--- src/rtl/srwp_pkg.sv ---
package srwp_pkg;
  localparam int SR_BUSY  = 0;
  localparam int SR_LATCH = 1;
  localparam int SR_LOCK  = 7;
  localparam logic [7:0] SR_WMASK = 8'b1000_1100;

  typedef enum logic [2:0] {
    MC_NONE   = 3'd0,
    MC_WRSR   = 3'd1,
    MC_PROG   = 3'd2,
    MC_SERASE = 3'd3,
    MC_BERASE = 3'd4
  } mod_cmd_e;
endpackage

--- src/rtl/srwp_rst_sync.sv ---
module srwp_rst_sync #(
  parameter int STAGES = 2
) (
  input  logic clk,
  input  logic rst_n,
  output logic rst_n_sync
);
  logic [STAGES-1:0] chain_q;

  always_ff @(posedge clk or negedge rst_n) begin
    if (!rst_n) chain_q <= '0;
    else        chain_q <= {chain_q[STAGES-2:0], 1'b1};
  end

  assign rst_n_sync = chain_q[STAGES-1];
endmodule

--- src/rtl/srwp_zone.sv ---
module srwp_zone #(
  parameter int ADDR_W  = 17,
  parameter int SECTORS = 4
) (
  input  logic [ADDR_W-1:0] addr,
  input  logic [1:0]        zone,
  output logic              hit
);
  localparam int SEC_W = $clog2(SECTORS);

  logic [SEC_W-1:0]   sec;
  logic [SECTORS-1:0] locked;
  int unsigned        n_locked;

  assign sec = SEC_W'(addr >> (ADDR_W - SEC_W));

  always_comb begin
    case (zone)
      2'b00:   n_locked = 0;
      2'b01:   n_locked = SECTORS / 4;
      2'b10:   n_locked = SECTORS / 2;
      default: n_locked = SECTORS;
    endcase
  end

  for (genvar k = 0; k < SECTORS; k++) begin : g_sec
    assign locked[k] = (k >= SECTORS - n_locked);
  end

  assign hit = locked[sec];
endmodule

--- src/rtl/srwp_gate.sv ---
module srwp_gate
  import srwp_pkg::*;
(
  input  mod_cmd_e   cmd,
  input  logic       busy,
  input  logic       latch,
  input  logic       lock,
  input  logic [1:0] zone,
  input  logic       wp_n,
  input  logic       zone_hit,
  output logic       grant,
  output logic       reject
);
  logic ok;

  always_comb begin
    ok = 1'b0;
    case (cmd)
      MC_WRSR:            ok = !(lock && !wp_n);
      MC_PROG, MC_SERASE: ok = !zone_hit;
      MC_BERASE:          ok = (zone == 2'b00);
      default:            ok = 1'b0;
    endcase
    if (busy || !latch) ok = 1'b0;
    grant  = (cmd != MC_NONE) && ok;
    reject = (cmd != MC_NONE) && !ok;
  end
endmodule

--- src/rtl/srwp_ctrl.sv ---
module srwp_ctrl
  import srwp_pkg::*;
#(
  parameter int ADDR_W  = 17,
  parameter int SECTORS = 4
) (
  input  logic              clk,
  input  logic              rst_n,
  input  logic              req_wren,
  input  logic              req_wrdi,
  input  logic              req_wrsr,
  input  logic              req_prog,
  input  logic              req_serase,
  input  logic              req_berase,
  input  logic [ADDR_W-1:0] req_addr,
  input  logic [7:0]        sr_wdata,
  input  logic              wp_n,
  input  logic              op_done,
  output logic              op_grant,
  output logic              op_reject,
  output logic [7:0]        status
);
  logic       rst_n_s;
  logic [7:0] sr_q, sr_d;
  logic       sr_en;
  logic       grant_q, reject_q;
  logic       g_grant, g_reject, zone_hit;
  mod_cmd_e   cmd;

  srwp_rst_sync #(.STAGES(2)) u_rst (
    .clk(clk), .rst_n(rst_n), .rst_n_sync(rst_n_s)
  );

  srwp_zone #(.ADDR_W(ADDR_W), .SECTORS(SECTORS)) u_zone (
    .addr(req_addr), .zone(sr_q[3:2]), .hit(zone_hit)
  );

  // one modifying command per cycle; fixed priority if several arrive
  always_comb begin
    if      (req_wrsr)   cmd = MC_WRSR;
    else if (req_prog)   cmd = MC_PROG;
    else if (req_serase) cmd = MC_SERASE;
    else if (req_berase) cmd = MC_BERASE;
    else                 cmd = MC_NONE;
  end

  srwp_gate u_gate (
    .cmd(cmd), .busy(sr_q[SR_BUSY]), .latch(sr_q[SR_LATCH]),
    .lock(sr_q[SR_LOCK]), .zone(sr_q[3:2]), .wp_n(wp_n),
    .zone_hit(zone_hit), .grant(g_grant), .reject(g_reject)
  );

  always_comb begin
    sr_d = sr_q;
    if (req_wren) sr_d[SR_LATCH] = 1'b1;
    if (req_wrdi) sr_d[SR_LATCH] = 1'b0;
    if (op_done)  sr_d[SR_BUSY]  = 1'b0;
    if (cmd != MC_NONE) begin
      sr_d[SR_LATCH] = 1'b0;
      if (g_grant) begin
        sr_d[SR_BUSY] = 1'b1;
        if (cmd == MC_WRSR) sr_d = (sr_d & ~SR_WMASK) | (sr_wdata & SR_WMASK);
      end
    end
  end

  assign sr_en = req_wren | req_wrdi | op_done | (cmd != MC_NONE);

  always_ff @(posedge clk or negedge rst_n_s) begin
    if (!rst_n_s) begin
      sr_q     <= 8'h00;
      grant_q  <= 1'b0;
      reject_q <= 1'b0;
    end else begin
      if (sr_en) sr_q <= sr_d;
      grant_q  <= g_grant;
      reject_q <= g_reject;
    end
  end

  assign status    = sr_q;
  assign op_grant  = grant_q;
  assign op_reject = reject_q;

  // answers are exclusive; a grant leaves busy set
  a_r11_exclusive: assert property (@(posedge clk) disable iff (!rst_n_s)
    !(op_grant && op_reject));
  a_r11_grant_busy: assert property (@(posedge clk) disable iff (!rst_n_s)
    op_grant |-> status[SR_BUSY]);
  // busy refuses modifying requests
  a_r5_busy_refuse: assert property (@(posedge clk) disable iff (!rst_n_s)
    (status[SR_BUSY] && (cmd != MC_NONE)) |=> op_reject);
  // latch is clear after any modifying request
  a_r6_latch_clear: assert property (@(posedge clk) disable iff (!rst_n_s)
    (cmd != MC_NONE) |=> !status[SR_LATCH]);
  // frozen status byte keeps lock and zone bits
  a_r8_frozen: assert property (@(posedge clk) disable iff (!rst_n_s)
    (status[SR_LOCK] && !wp_n && cmd == MC_WRSR) |=> ($stable(status[7:2]) && op_reject));
  // bulk erase refused with any zone bit set
  a_r10_bulk: assert property (@(posedge clk) disable iff (!rst_n_s)
    (cmd == MC_BERASE && status[3:2] != 2'b00) |=> op_reject);
  // no latch, no change to protection bits
  a_r4_no_latch: assert property (@(posedge clk) disable iff (!rst_n_s)
    ((cmd != MC_NONE) && !status[SR_LATCH]) |=> (op_reject && $stable(status[7:2])));
  // unused bits stay zero
  a_r2_spare_zero: assert property (@(posedge clk) disable iff (!rst_n_s)
    status[6:4] == 3'b000);
endmodule

--- config.mk ---
export PLATFORM = sky130hd
export DESIGN_NAME = srwp_ctrl
export DESIGN_NICKNAME = d
export VERILOG_FILES = /design/src/rtl/srwp_pkg.sv /design/src/rtl/srwp_rst_sync.sv /design/src/rtl/srwp_zone.sv /design/src/rtl/srwp_gate.sv /design/src/rtl/srwp_ctrl.sv
export SDC_FILE = /design/constraint.sdc
export NUM_CORES = 1
export LEC_CHECK = 0
export ABC_CLOCK_PERIOD_IN_PS = 850
export BUFFER_PORTS_ARGS = -buffer_cell sky130_fd_sc_hd__buf_2
export CAP_MARGIN = 10
export CORE_AREA = 2 2 39 41
export CTS_BUF_LIST = sky130_fd_sc_hd__clkbuf_8
export DETAILED_ROUTE_END_ITERATION = 8
export DIE_AREA = 0 0 41 43
export PLACE_DENSITY = 0.85
export SYNTH_ARGS = -nofsm -noshare
export SYNTH_HDL_FRONTEND = slang
export SYNTH_SLANG_ARGS = --single-unit
--- constraint.sdc ---
create_clock -name clk -period 0.85 [get_ports clk]
set_input_delay 0.17 -clock clk [delete_from_list [all_inputs] [get_ports clk]]
set_output_delay 0.17 -clock clk [all_outputs]
set_load 0.005 [all_outputs]
==> impl_metrics.csv <==
group,metric,value,unit
sta,fmax,845,MHz
run_status,failed_checks,"negative setup slack",
global_routing,grt_overflow,0,
detailed_routing,viasPerCell,4.46,
clock_tree,clk_pin_slew_worst_paths,40,ps
placement,post-dp-hpwl,690,µm
logic_synthesis,ys_top_cells_by_area,"dfrtp_1 53%, buf_4 11%, mux2_2 5.3%",
sta,grt_setup_unrepaired,"yes",
final_layout,nets,101,
sta,setup_slack,-334,ps
sta,setup_viol,13,
clock_tree,root_buffer,"clkbuf_8",
sta,min_period_over_period,1.39,
sta,final_hold_viol_count,0,
job,drv_cap,0,
die,die_w,41,µm
logic_synthesis,synth_seq_cells,9,
power_and_ir_drop,p_total,1.15,mW
die,ios,45,
placement,pre_cts_ws,-336,ps
logic_synthesis,yosysWarnings,0,
final_layout,antennaDiodeCount,0,
logic_synthesis,syn_area_per_cell,11.4,µm²
power_and_ir_drop,leakage,0.353,nW
clock_tree,htree_levels,1,
clock_tree,clkLatencyLatePin,230,ps
global_routing,grt_antenna_before_repair,0,
logic_synthesis,synth.distinct_cells,19,
power_and_ir_drop,peakVddDrop,1030,µV
detailed_routing,vias,361,
clock_tree,cts_sinks,9,
logic_synthesis,synth_top_area_cell,"dfrtp_1",
setup_path,end_kind,"flip-flop",
die,core_region_area,0.00138,mm²
logic_synthesis,synth_top_area_frac,0.533,
die,fp-row-count,14,
setup_path,start_kind,"flip-flop",
sta,fin_skew,1.47,ps
setup_path,crit_arrival,1300,ps
global_routing,grt_pass1_wl,1260,µm
logic_synthesis,yosysSeqAreaShare,0.533,
hold_path,holdCritPathClass,"in -> reg",
setup_path,critPathKind,"reg -> reg",
final_layout,fill_cells,134,
detailed_routing,first_iter_violations,2,
clock_tree,cts_tree,"built",
detailed_routing,wirelength,855,µm
setup_path,critPathRequiredTime,960,ps
global_routing,grt_max_degree,8,
detailed_routing,ant_nets,0,
global_routing,grt_usage,0.112,
setup_path,cp_max_fo,2,
sta,period_needed,1180,ps
final_layout,drive_gt1_frac,0.554,
run_status,status,"finished with violations",
detailed_routing,drc_errors,0,
die,start_util,0.306,
clock_tree,clock_path_buffers,2,
sta,drv_slew,0,
detailed_routing,detail_route.wl_per_cell,10.6,µm
die,die_h,43,µm
placement,gp_congestion,0.702,
placement,port_buffers,21,
final_layout,areaGrowthSynthToFinish,57.7,%
detailed_routing,first_pass_iters,2,
die,die-area,0.00176,mm²
power_and_ir_drop,power_density,1720,mW/mm²
logic_synthesis,syn_inst,37,
clock_tree,numCtsBuffers,3,
sta,fin_setup_tns,-2580,ps
logic_synthesis,syn-cell-area,423,µm²
global_routing,grt_pass1_vias,324,
layer usage:
layer / part of all wire / vias up / global-route usage
met5: 0 / - / 0
met4: 0.014 / 0 / 0.0400
met3: 0.094 / 2 / 0.0628
met2: 0.54 / 16 / 0.181
met1: 0.35 / 167 / 0.114
li1: - / 176 / -
metrics by stage:
stage	instance area, µm²	util	hold WS [ps]	cells
6_report	667	0.482	89.4	81
4_1_cts	653	0.472	87.3	81
3_5_place_dp	561	0.405	-43.1	75
3_3_place_gp	561	0.405	-45.3	75
5_1_grt	667	0.482	85.2	81
2_1_floorplan	443	-	-126	39
synth_stat cells, drive strengths merged:
library cell,instances
nor3,1
a21o,2
o2bb2ai,1
nand2b,1
a32oi,1
a21boi,1
conb,2
nor2b,1
nor2,3
inv,1
a211o,1
and3,1
mux2,2
nor3b,1
nand3,1
dfrtp,9
nor4,1
a32o,1
buf,6
repair_timing:
action	in CTS	in global routing
setup endpoints to repair	13	13
buffers inserted	1	0
endpoints found under the hold margin	2	0
hold buffers	1	0
cloned	0	0
resized for setup	6	3
pin swaps	2	2
cell families (layout without fill, tap and decap cells):
logic type,count (synthesis),after routing,synth area share
AOI/OAI and AO/OA,7,7,0.148
buffers and inverters,7,33,0.115
and+or+nand+nor,10,10,0.133
DFF,9,9,0.533
muxes,2,2,0.0533
other,2,4,0.0178
layout by cell type, fill, tap and decap left out, types with 2 or more instances in the layout:
master	instances
a21o_1	2
buf_2	18
buf_4	2
buf_6	7
clkbuf_8	3
conb_1	4
dfrtp_1	9
inv_1	2
mux2_4	2
nor2_1	3
critical path, cell delays in order, from the launching register on:
cell	delay [ps]
dfrtp_1	410
nor2b_4	150
and3_4	210
mux2_4	300
power by group:
group / switching [mW] / internal, mW / total, mW
logic: 0.0658 / 0.119 / 0.185
registers: 0.0277 / 0.457 / 0.485
clock network: 0.163 / 0.314 / 0.477
total: 0.257 / 0.891 / 1.15
sequential cells by signal, indices dropped and copies added, names as in the netlist:
register,count
u_rst.chain_q,2
status,5
op_reject,1
op_grant,1
cell type report:
cell class,count,area [µm²],share of cell area
clock inverters,1,3.75,0.00563
inverters,1,3.75,0.00563
multi-input cells,23,179,0.268
clock buffers,3,41.3,0.0619
well taps,16,20.0,0.0300
flip-flops and latches,9,225,0.338
repair buffers,28,194,0.291
path summary, 6_finish.rpt:
| kind | slack, ps | end | start | cells past startpoint |
|---|---|---|---|---|
| max | -330 | status[2]$_DFFE_PN0P_ | status[0]$_DFFE_PN0P_ | 3 |
| min in group asynchronous | 110 | op_grant$_DFF_PN0_ | u_rst.chain_q[1]$_DFF_PN0_ | 0 |
| max reg2reg | -330 | status[2]$_DFFE_PN0P_ | status[0]$_DFFE_PN0P_ | 3 |
| max in group asynchronous | 500 | u_rst.chain_q[0]$_DFF_PN0_ | rst_n | 2 |
| min reg2reg | 110 | op_grant$_DFF_PN0_ | u_rst.chain_q[1]$_DFF_PN0_ | 0 |
| min | 90 | status[1]$_DFFE_PN0P_ | req_wrdi | 2 |
Power figures use the tool's default switching activity.
